## config.mk

```make
export PLATFORM = sky130hd
export DESIGN_NAME = objlist_parser
export DESIGN_NICKNAME = d
export VERILOG_FILES = /design/src/rtl/olp_pkg.sv /design/src/rtl/olp_hdr_decode.sv /design/src/rtl/olp_hole_mask.sv /design/src/rtl/olp_cost.sv /design/src/rtl/objlist_parser.sv
export SDC_FILE = /design/constraint.sdc
export NUM_CORES = 1
export LEC_CHECK = 0
export BUFFER_PORTS_ARGS = -buffer_cell sky130_fd_sc_hd__buf_2
export CORE_ASPECT_RATIO = 0.7
export CORE_UTILIZATION = 40
export CTS_CLUSTER_SIZE = 10
export DETAILED_ROUTE_END_ITERATION = 10
export MAX_ROUTING_LAYER = met4
export PLACE_DENSITY_LB_ADDON = 0.25
export SYNTH_ARGS = -nofsm -noshare
export SYNTH_HDL_FRONTEND = slang
export SYNTH_HIERARCHICAL = 1
export SYNTH_SLANG_ARGS = --single-unit
```

## constraint.sdc

```tcl
create_clock -name clk -period 5.6 [get_ports clk]
set_input_delay 1.12 -clock clk [delete_from_list [all_inputs] [get_ports clk]]
set_output_delay 1.12 -clock clk [all_outputs]
set_load 0.01 [all_outputs]
```

## src/rtl/olp_pkg.sv

```systemverilog
package olp_pkg;
  localparam int ADDR_W = 16;
  localparam int POS_W  = 9;
  localparam int COST_W = 16;
  localparam int WID_W  = 6;
  localparam int HIDX_W = 3;

  typedef enum logic [2:0] {
    ST_IDLE,
    ST_HDR,
    ST_LIST,
    ST_DATA,
    ST_DONE
  } olp_state_e;
endpackage

```

## src/rtl/olp_hdr_decode.sv

```systemverilog
module olp_hdr_decode #(
  parameter int WID_W = olp_pkg::WID_W
) (
  input  logic [7:0]       mode_b,
  input  logic [7:0]       pw_b,
  output logic             is_end,
  output logic             is_ext,
  output logic [2:0]       pal,
  output logic [WID_W-1:0] width
);
  always_comb begin
    is_end = (mode_b & 8'h5F) == 8'h00;
    is_ext = (mode_b[4:0] == 5'd0);
    pal    = pw_b[7:5];
    width  = WID_W'({1'b0, ~pw_b[4:0]}) + WID_W'(1);
  end
endmodule

```

## src/rtl/olp_hole_mask.sv

```systemverilog
module olp_hole_mask #(
  parameter int ADDR_W = olp_pkg::ADDR_W
) (
  input  logic [ADDR_W-1:0] addr,
  input  logic [1:0]        mode,
  output logic              skip
);
  localparam logic [ADDR_W-1:0] WIN_A = ADDR_W'(16'h9000);
  localparam logic [ADDR_W-1:0] WIN_B = ADDR_W'(16'h8800);

  always_comb begin
    case (mode)
      2'd2:    skip = (addr & WIN_A) == WIN_A;
      2'd1:    skip = (addr & WIN_B) == WIN_B;
      default: skip = 1'b0;
    endcase
  end
endmodule

```

## src/rtl/olp_cost.sv

```systemverilog
module olp_cost #(
  parameter int COST_W = olp_pkg::COST_W,
  parameter int WID_W  = olp_pkg::WID_W
) (
  input  logic              is_ext,
  input  logic              ind,
  input  logic              wide,
  input  logic [1:0]        rmode,
  input  logic [WID_W-1:0]  width,
  output logic [COST_W-1:0] incr
);
  logic [3:0] mult;

  always_comb begin
    mult = ind ? (wide ? 4'd9 : 4'd6) : 4'd3;
    incr = is_ext ? COST_W'(10) : COST_W'(8);
    if (rmode != 2'd1)
      incr = incr + COST_W'(width) * COST_W'(mult);
  end
endmodule

```

## src/rtl/objlist_parser.sv

```systemverilog
module objlist_parser #(
  parameter int ADDR_W = olp_pkg::ADDR_W,
  parameter int POS_W  = olp_pkg::POS_W,
  parameter int COST_W = olp_pkg::COST_W
) (
  input  logic              clk,
  input  logic              rst_n,
  input  logic              start,
  input  logic [ADDR_W-1:0] list_ptr,
  input  logic [3:0]        zone_ofs,
  input  logic [1:0]        hole_mode,
  input  logic [7:0]        char_base,
  input  logic              wide_chr,
  input  logic [1:0]        read_mode,
  output logic              rd_en,
  output logic [ADDR_W-1:0] rd_addr,
  input  logic [7:0]        rd_data,
  output logic              out_valid,
  input  logic              out_ready,
  output logic [7:0]        out_data,
  output logic [POS_W-1:0]  out_pos,
  output logic [4:0]        out_pal,
  output logic              out_wm,
  output logic              busy,
  output logic              done,
  output logic [COST_W-1:0] cost
);
  import olp_pkg::*;

  localparam int WID_W  = olp_pkg::WID_W;
  localparam int HIDX_W = olp_pkg::HIDX_W;
  localparam logic [POS_W-1:0] STEP_WIDE = POS_W'(4);
  localparam logic [POS_W-1:0] STEP_NARR = POS_W'(8);

  olp_state_e state_q, state_d;
  logic [HIDX_W-1:0] hidx_q, hidx_d;
  logic ext_q, ext_d, wm_q, wm_d, ind_q, ind_d, sub_q, sub_d;
  logic [7:0] lo_q, lo_d, hi_q, hi_d;
  logic [2:0] pal_q, pal_d;
  logic [WID_W-1:0] wid_q, wid_d, rem_q, rem_d;
  logic [POS_W-1:0] pos_q, pos_d;
  logic [ADDR_W-1:0] dl_q, dl_d, laddr_q, laddr_d, daddr_q, daddr_d;
  logic [COST_W-1:0] cost_q, cost_d, cost_incr;
  logic [3:0] ofs_q, ofs_d;
  logic [1:0] hole_q, hole_d, rm_q, rm_d;
  logic [7:0] cb_q, cb_d;
  logic wide_q, wide_d;

  logic hd_end, hd_ext, skip, hdr_done, advance;
  logic [2:0] hd_pal;
  logic [WID_W-1:0] hd_width;

  olp_hdr_decode #(.WID_W(WID_W)) u_dec (
    .mode_b(rd_data), .pw_b(rd_data), .is_end(hd_end), .is_ext(hd_ext),
    .pal(hd_pal), .width(hd_width)
  );

  olp_hole_mask #(.ADDR_W(ADDR_W)) u_hole (
    .addr(daddr_q), .mode(hole_q), .skip(skip)
  );

  olp_cost #(.COST_W(COST_W), .WID_W(WID_W)) u_cost (
    .is_ext(ext_q), .ind(ind_q), .wide(wide_q), .rmode(rm_q),
    .width(wid_q), .incr(cost_incr)
  );

  // next-state logic
  always_comb begin
    state_d = state_q;  hidx_d = hidx_q;  ext_d = ext_q;  wm_d = wm_q;
    ind_d = ind_q;      sub_d = sub_q;    lo_d = lo_q;    hi_d = hi_q;
    pal_d = pal_q;      wid_d = wid_q;    rem_d = rem_q;  pos_d = pos_q;
    dl_d = dl_q;        laddr_d = laddr_q; daddr_d = daddr_q;
    cost_d = cost_q;    ofs_d = ofs_q;    hole_d = hole_q; rm_d = rm_q;
    cb_d = cb_q;        wide_d = wide_q;
    rd_en = 1'b0;  rd_addr = dl_q;  out_valid = 1'b0;
    hdr_done = 1'b0;  advance = 1'b0;

    case (state_q)
      ST_IDLE: begin
        if (start) begin
          state_d = ST_HDR;  hidx_d = '0;  dl_d = list_ptr;
          ofs_d = zone_ofs;  hole_d = hole_mode;  cb_d = char_base;
          wide_d = wide_chr; rm_d = read_mode;
          wm_d = 1'b0;  ind_d = 1'b0;  cost_d = '0;
        end
      end
      ST_HDR: begin
        rd_en = 1'b1;  rd_addr = dl_q;
        dl_d = dl_q + ADDR_W'(1);
        hidx_d = hidx_q + HIDX_W'(1);
        case (hidx_q)
          3'd0: lo_d = rd_data;
          3'd1: begin
            if (hd_end) begin
              state_d = ST_DONE;  dl_d = dl_q;
            end else if (hd_ext) begin
              ext_d = 1'b1;  wm_d = rd_data[7];  ind_d = rd_data[5];
            end else begin
              ext_d = 1'b0;  ind_d = 1'b0;  pal_d = hd_pal;  wid_d = hd_width;
            end
          end
          3'd2: hi_d = rd_data;
          3'd3: begin
            if (ext_q) begin
              pal_d = hd_pal;  wid_d = hd_width;
            end else begin
              hdr_done = 1'b1;
            end
          end
          default: hdr_done = 1'b1;
        endcase
        if (hdr_done) begin
          hidx_d  = '0;
          cost_d  = cost_q + cost_incr;
          pos_d   = {rd_data, 1'b0};
          rem_d   = wid_q;
          sub_d   = 1'b0;
          laddr_d = {hi_q, lo_q};
          daddr_d = {hi_q + {4'b0, ofs_q}, lo_q};
          if (rm_q == 2'd1)  state_d = ST_HDR;
          else if (ind_q)    state_d = ST_LIST;
          else               state_d = ST_DATA;
        end
      end
      ST_LIST: begin
        rd_en = 1'b1;  rd_addr = laddr_q;
        laddr_d = laddr_q + ADDR_W'(1);
        daddr_d = {cb_q + {4'b0, ofs_q}, rd_data};
        sub_d = 1'b0;
        state_d = ST_DATA;
      end
      ST_DATA: begin
        rd_addr = daddr_q;
        if (skip) begin
          advance = 1'b1;
        end else begin
          rd_en = 1'b1;  out_valid = 1'b1;
          advance = out_ready;
        end
        if (advance) begin
          daddr_d = daddr_q + ADDR_W'(1);
          pos_d = pos_q + (wm_q ? STEP_WIDE : STEP_NARR);
          if (ind_q && wide_q && !sub_q) begin
            sub_d = 1'b1;
          end else begin
            sub_d = 1'b0;
            rem_d = rem_q - WID_W'(1);
            if (rem_q == WID_W'(1)) state_d = ST_HDR;
            else if (ind_q)         state_d = ST_LIST;
          end
        end
      end
      ST_DONE: state_d = ST_IDLE;
      default: state_d = ST_IDLE;
    endcase
  end

  // state registers
  always_ff @(posedge clk or negedge rst_n) begin
    if (!rst_n) begin
      state_q <= ST_IDLE;  hidx_q <= '0;  ext_q <= 1'b0;  wm_q <= 1'b0;
      ind_q <= 1'b0;  sub_q <= 1'b0;  lo_q <= '0;  hi_q <= '0;
      pal_q <= '0;  wid_q <= '0;  rem_q <= '0;  pos_q <= '0;
      dl_q <= '0;  laddr_q <= '0;  daddr_q <= '0;  cost_q <= '0;
      ofs_q <= '0;  hole_q <= '0;  rm_q <= '0;  cb_q <= '0;  wide_q <= 1'b0;
    end else begin
      state_q <= state_d;  hidx_q <= hidx_d;  ext_q <= ext_d;  wm_q <= wm_d;
      ind_q <= ind_d;  sub_q <= sub_d;  lo_q <= lo_d;  hi_q <= hi_d;
      pal_q <= pal_d;  wid_q <= wid_d;  rem_q <= rem_d;  pos_q <= pos_d;
      dl_q <= dl_d;  laddr_q <= laddr_d;  daddr_q <= daddr_d;  cost_q <= cost_d;
      ofs_q <= ofs_d;  hole_q <= hole_d;  rm_q <= rm_d;  cb_q <= cb_d;
      wide_q <= wide_d;
    end
  end

  assign out_data = rd_data;
  assign out_pos  = pos_q;
  assign out_pal  = {pal_q, 2'b00};
  assign out_wm   = wm_q;
  assign busy     = (state_q == ST_HDR) || (state_q == ST_LIST) || (state_q == ST_DATA);
  assign done     = (state_q == ST_DONE);
  assign cost     = cost_q;
endmodule

```

==> results of run 1 <==
-- state kept, by name, summed over array words and instances (netlist names), 6 cells and up --
register,cells
cb_q,8
cost,16
lo_q,8
out_pos,8
hi_q,8
wid_q,6
dl_q,16
rem_q,6
laddr_q,16
daddr_q,16
-- cell families (layout without fill, tap and decap cells) --
kind of cell               Yosys count  after routing
and+or+nand+nor                    395            395
adders and majority gates           68             68
xor gates and xnor gates            27             27
AOI/OAI and AO/OA                  292            292
muxes                               53             53
DFF                                130            130
other                                2              8
buffers and inverters              101            170
-- cell type report --
class	count	share of cell area [%]
multi-input cells	843	52.66
flip-flops and latches	130	31.32
repair buffers	112	5.746
clock buffers	25	4.866
well taps	305	3.674
inverters	28	1.012
clock inverters	5	0.7227
-- worst paths after layout --
check,startpoint,slack [ns],to
max reg2reg,ind_q$_DFFE_PN0P_,0.34,cost[15]$_DFFE_PN0P_
max,ind_q$_DFFE_PN0P_,0.34,cost[15]$_DFFE_PN0P_
min,cb_q[5]$_DFFE_PN0P_,0.47,cb_q[5]$_DFFE_PN0P_
min in group asynchronous,rst_n,0.78,cost[1]$_DFFE_PN0P_
max in group asynchronous,rst_n,3.67,out_pos[1]$_DFFE_PN0P_
min reg2reg,cb_q[5]$_DFFE_PN0P_,0.47,cb_q[5]$_DFFE_PN0P_
-- worst max-delay path, cell delays in order (launching register included) --
cell and delay (ns):
dfrtp_1 0.52, nor2b_2 0.31, nand2_1 0.10, ha_1 0.31
fa_1 0.55, inv_1 0.06, fa_1 0.52, fa_1 0.47
a21o_1 0.23, a31o_2 0.25, a211oi_1 0.22, nor3_1 0.08
ha_1 0.36, a21oi_1 0.15, o21ai_0 0.12, a211oi_1 0.46
nor2_1 0.14, o2bb2ai_1 0.17, mux2i_1 0.12
-- through the flow --
| step | setup slack [ns] | hold slack, ns | std cells | utilization (%) |
|---|---|---|---|---|
| after floorplan | 0.8296 | 0.4401 | 1074 | - |
| after global placement | 0.4356 | 0.4666 | 1418 | 44.42 |
| after detailed placement | 0.3361 | 0.4605 | 1418 | 44.42 |
| after CTS | 0.3070 | 0.4771 | 1448 | 47.05 |
| after global routing | 0.02128 | 0.5032 | 1448 | 47.06 |
| final | 0.3398 | 0.4724 | 1448 | 47.06 |
-- per-layer routing --
layer  GRT usage [%]  share of wire [%]
met3           3.878                6.2
met5               -                  0
met4           6.225                1.4
met1           34.95                 52
met2           31.22                 41
-- what timing repair did --
item                                    in CTS  in global routing
resized for setup                            0                  1
endpoints found under the setup margin       0                  4
endpoints found under the hold margin        0                  0
-- cell usage in the layout, fill, tap and decap left out, types with 6 or more instances in the layout --
cell type / n
o21ai_0: 97
a21o_1: 12
o22ai_1: 7
a31oi_1: 7
mux2i_1: 24
buf_4: 12
nor2b_1: 9
o211ai_1: 6
mux2_2: 29
and4_1: 6
buf_2: 99
nand4_1: 14
nand2_1: 165
xnor2_1: 17
or3_1: 6
and2_1: 17
nand3_1: 41
clkbuf_16: 17
nor2_1: 71
conb_1: 8
nor3_1: 20
xor2_1: 10
a21oi_1: 93
dfrtp_1: 130
o31ai_1: 7
fa_1: 12
a211oi_1: 17
inv_1: 28
ha_1: 56
o22a_1: 7
nand2b_1: 8
and3_1: 11
-- power by group through the flow --
| stage | logic [W] | registers (W) | clock network, W |
|---|---|---|---|
| floorplan | 0.00267 | 0.00171 | 0 |
| finish | 0.00349 | 0.00189 | 0.00112 |
| global placement | 0.00341 | 0.00188 | 0 |
| global route | 0.00392 | 0.00196 | 0.00118 |
| detailed placement | 0.00346 | 0.00188 | 0 |
| CTS | 0.00348 | 0.00188 | 0.00114 |
==> metrics.cfg, run 1 <==
[final_layout]
multi_input_area_mm2 = 0.005470
finalInstanceArea_mm2 = 0.01039
diodes = 0
area_delta_synth_final_pct = 13.23
drive_above_1_share_pct = 16.45
nets = 1245
nFillCells = 2204
regArea_mm2 = 0.003253

[yosys]
synth.most_common_cell = nand2_1
yosys-top-cells-area = dfrtp_1, ha_1, nand2_1
synth.area.mux_share_pct = 6.178
synth-seq-cells = 130
post_synth.cell_area_avg_um2 = 8.590
synth_top_cell_area_share_pct = 35.46
yosys.area_share.simple_pct = 20.80
synth-compound-area-share_pct = 19.30
syn_inst = 1068
synth-seq-area-share_pct = 35.46
ys_warn_count = 6
synth_fa_ha_area_share_pct = 10.26
synth-main-ff-cell = dfrtp_1
yosys.area.top_type = dfrtp_1
synth_cell_types = 70
async_reset_ff_share_pct = 100.0
synth_edf_count = 0
synth_top_family_by_area = simple AND/OR/NAND/NOR gates
synth_xor_area_share_pct = 2.578
synth_commonest_cells = nand2_1, dfrtp_1, o21ai_0
synth_area_mm2 = 0.009174

[routing]
drc = 0
firstDrtPassIters = 5
wirelength_um = 25480
vias = 8059
drtIter0Drc = 792
viasPerCell = 5.566
ant_nets = 0
wire_per_inst_um = 17.60

[die]
die_h_um = 128.7
io_pins = 104
chipWidth_um = 183.0
die_area_mm2 = 0.02355
initial_utilization_pct = 41.56
coreArea_mm2 = 0.02207
rows = 45

[power]
netSwitchingPower_w = 0.002986
p_comb_share_pct = 53.6
leakage_nw = 4.804
vdd_ir_drop_max_mv = 0.3075
p_clk_share_pct = 17.2
total_power_w = 0.006497
powerDensity_mw_per_mm2 = 625.5
pwr-share-seq_pct = 29.1
power.internal_w = 0.003511
switching_share_pct = 45.96

[sta]
setup_viol = 0
period_needed_ns = 5.260
final_hold_viol_count = 0
rsz0062_at_grt = no
max_slew.worst_pin.slew_ns = 1.059
skew_ns = 0.008156
fmax_ghz = 0.1901
fin_crit_sh_pct = 93.93
slew_headroom_pct = 29.25
finalMaxSlewViolations = 0
setup_tns_ns = 0

[placement]
dp_hpwl_um = 18140
port_buffers = 100
finalWeightedCongestion = 0.8660
placed_area_mm2 = 0.009804

[global_route]
antenna_found_initial = 0
grt_pass1_wl_um = 40950
grt_max_degree = 89
grt_pass1_vias = 7467
grtUsageTotal_pct = 23.12
grt_overflow = 0

[cts]
clock_latency_ns = 0.43
cts_hold_buffers = 0
root_buffer = clkbuf_16
path_clk_slew_ns = 0.06
tritoncts = built
h-tree-depth = 4
cts_buffer_depth = 2
cts_buffers = 17
post_cts_buffers = 0
clkSinkCount = 130

[hold_path]
min_path_cells = 2
hold_class = reg -> reg

[job]
maxCapViolCount = 0

[critical_path]
end_kind = flop
startpoint_type = flop
path_max_fanout = 12
reg2regPathDepth = 18
critPathRequiredTime_ns = 5.91
worstSetupPathType = reg -> reg
arrival_ns = 5.57

[outcome]
outcome = finished, final reports clean

Note: power is estimated with default switching activity, not from simulation.
==> run 2: changes to the inputs <==
- clock period: 5.6 -> 4.5 ns (I/O delays scaled with it)
==> run 2 against run 1 <==
The run now ends with negative setup slack left; register-to-register slack got worse by 0.38 ns; design area increased by 5.5%; setup slack got worse by 0.38 ns; sequential power increased by 23%; flip-flop and latch count unchanged; sequential share of layout area decreased by 1.6 points; final cell count increased by 2.6%; non-clock buffer count increased by 39; clock power increased by 22%; power increased by 32%; critical path depth unchanged; combinational power increased by 40%; critical endpoint is now cost[13]$_DFFE_PN0P_; largest cell class unchanged.
==> metrics.cfg, run 2 (synthesis results as in run 1) <==
[outcome]
outcome = finished with violations
violations = negative setup slack

[cts]
path_clk_slew_ns = 0.06  ; about the same
root_buffer = clkbuf_16
h-tree-depth = 4  ; unchanged
cts_buffers = 17  ; unchanged
cts_hold_buffers = 0  ; unchanged
clkSinkCount = 130  ; unchanged
tritoncts = built
clock_latency_ns = 0.42  ; about the same
cts_buffer_depth = 2  ; unchanged

[routing]
ant_nets = 0  ; unchanged
drtIter0Drc = 663  ; -16%
wirelength_um = 26240  ; +3.0%
viasPerCell = 5.600  ; +0.62%
drc = 0  ; unchanged
firstDrtPassIters = 5  ; unchanged
vias = 8322  ; +3.3%
wire_per_inst_um = 17.66  ; +0.33%

[sta]
fin_ws_ns = -0.03816  ; -0.3780 ns
period_needed_ns = 4.538  ; -0.7220 ns
setup_viol = 1  ; +1
fin_crit_sh_pct = 100.8  ; +6.9 points
fmax_ghz = 0.2204  ; +16%
skew_ns = 0.007775  ; -0.0003816 ns
final_hold_viol_count = 0  ; unchanged
max_slew.worst_pin.slew_ns = 0.9462  ; -0.1125 ns
hold-worst-slack_ns = 0.4809  ; +0.008446 ns
rsz0062_at_grt = yes
slew_headroom_pct = 36.73  ; +7.5 points
finalMaxSlewViolations = 0  ; unchanged

[die]
initial_utilization_pct = 41.56  ; unchanged
rows = 45  ; unchanged
die_area_mm2 = 0.02355  ; unchanged
chipWidth_um = 183.0  ; unchanged
io_pins = 104  ; unchanged
die_h_um = 128.7  ; unchanged
coreArea_mm2 = 0.02207  ; unchanged

[hold_path]
min_path_cells = 2  ; unchanged
min_to = sub_q$_DFFE_PN0P_
hold_class = reg -> reg
hold_start = sub_q$_DFFE_PN0P_

[final_layout]
nets = 1284  ; +3.1%
area_delta_synth_final_pct = 19.48
nFillCells = 2121  ; -3.8%
layout_commonest_cell = nand2_1
regArea_mm2 = 0.003256  ; about the same
mostFrequentLayoutCells = nand2_1, dfrtp_1, buf_2
multi_input_area_mm2 = 0.005761  ; +5.3%
final_core_util_pct = 49.66  ; +2.6 points
drive_above_1_share_pct = 23.12  ; +6.7 points
diodes = 0  ; unchanged

[critical_path]
r2r_slack_ns = -0.04  ; -0.38 ns
end_kind = flop
r2r-end = cost[13]$_DFFE_PN0P_
arrival_ns = 4.83  ; -0.74 ns
startpoint_type = flop
reg2regPathDepth = 18  ; unchanged
rr_startpoint = wide_q$_DFFE_PN0P_
path_max_fanout = 6  ; -6
critPathRequiredTime_ns = 4.79  ; -1.12 ns
worstSetupPathType = reg -> reg

[placement]
dp_hpwl_um = 18770  ; +3.5%
port_buffers = 100  ; unchanged
pre_cts_slack_ns = -0.1680  ; -0.5041 ns
finalWeightedCongestion = 0.8852  ; +2.2%

[global_route]
grt_pass1_vias = 7672  ; +2.7%
grt_overflow = 0  ; unchanged
grt_pass1_wl_um = 42030  ; +2.6%
antenna_found_initial = 0  ; unchanged
grt_max_degree = 92  ; +3.4%
grtUsageTotal_pct = 23.73  ; +0.61 points

[power]
leakage_nw = 5.028  ; +4.7%
vdd_ir_drop_max_mv = 0.3348  ; +8.9%
powerDensity_mw_per_mm2 = 783.3  ; +25%
total_power_w = 0.008585  ; +32%

[job]
maxCapViolCount = 0  ; unchanged

[run 2: per-stage QoR]
| step | setup TNS, ns | instance area, µm² | std cells |
|---|---|---|---|
| 2_1_floorplan | 0 | 9219 | 1074 |
| 3_3_place_gp | -0.1555 | 10040 | 1446 |
| 3_5_place_dp | -0.5715 | 10040 | 1446 |
| 4_1_cts | 0 | 10790 | 1478 |
| 5_1_grt | -0.7589 | 10960 | 1486 |
| 6_report | -0.03816 | 10960 | 1486 |
[run 2: worst max path at each step]
stage,startpoint,endpoint,depth (start not counted)
floorplan,ind_q$_DFFE_PN0P_,cost[12]$_DFFE_PN0P_,17
global placement,ind_q$_DFFE_PN0P_,cost[12]$_DFFE_PN0P_,17
detailed placement,wide_q$_DFFE_PN0P_,cost[13]$_DFFE_PN0P_,18
CTS,wide_q$_DFFE_PN0P_,cost[12]$_DFFE_PN0P_,17
global route,wide_q$_DFFE_PN0P_,cost[13]$_DFFE_PN0P_,18
finish,wide_q$_DFFE_PN0P_,cost[13]$_DFFE_PN0P_,18
[run 2: routing by layer]
metal,global-route usage (%),part of all wire (%),vias to the layer above
met5,-,0,-
met3,4.670,7.3,28
li1,-,-,4004
met1,35.58,51,3999
met4,7.598,1.3,0
met2,31.31,40,291
[run 2: repair_timing]
| item | 4_1_cts | 5_1_grt |
|---|---|---|
| gates resized for setup | 24 | 28 |
| hold endpoints to repair | 0 | 0 |
| pin swaps | 22 | 30 |
| buffers inserted | 3 | 8 |
| setup endpoints to repair | 6 | 8 |
[run 2: cell type report]
cell class	count	area share, %
inverter	28	0.9589
clock inverter	6	0.7306
tap	305	3.482
multi-input combinational	843	52.56
clock buffer	23	4.452
sequential	130	29.70
timing repair buffer	151	8.116
[run 2: worst max-delay path, stage by stage, from the launching register on]
cell and delay, ns:
dfrtp_2 0.47, nor2b_4 0.18, nand2_2 0.08, ha_4 0.22, fa_1 0.52, inv_1 0.05
fa_2 0.44, fa_2 0.36, a21o_1 0.24, a31o_2 0.22, a211oi_2 0.20, nor3_1 0.06
ha_1 0.39, nand2_2 0.10, o21ai_1 0.24, a211oi_2 0.09, o31ai_1 0.30, xnor2_1 0.16
o21ai_1 0.07
[run 2: power breakdown]
part | internal, W | leakage, nW | switching, W
clock | 0.000861 | 0.285 | 0.000507
sequential | 0.00170 | 1.59 | 0.000618
combinational | 0.00210 | 3.15 | 0.00279
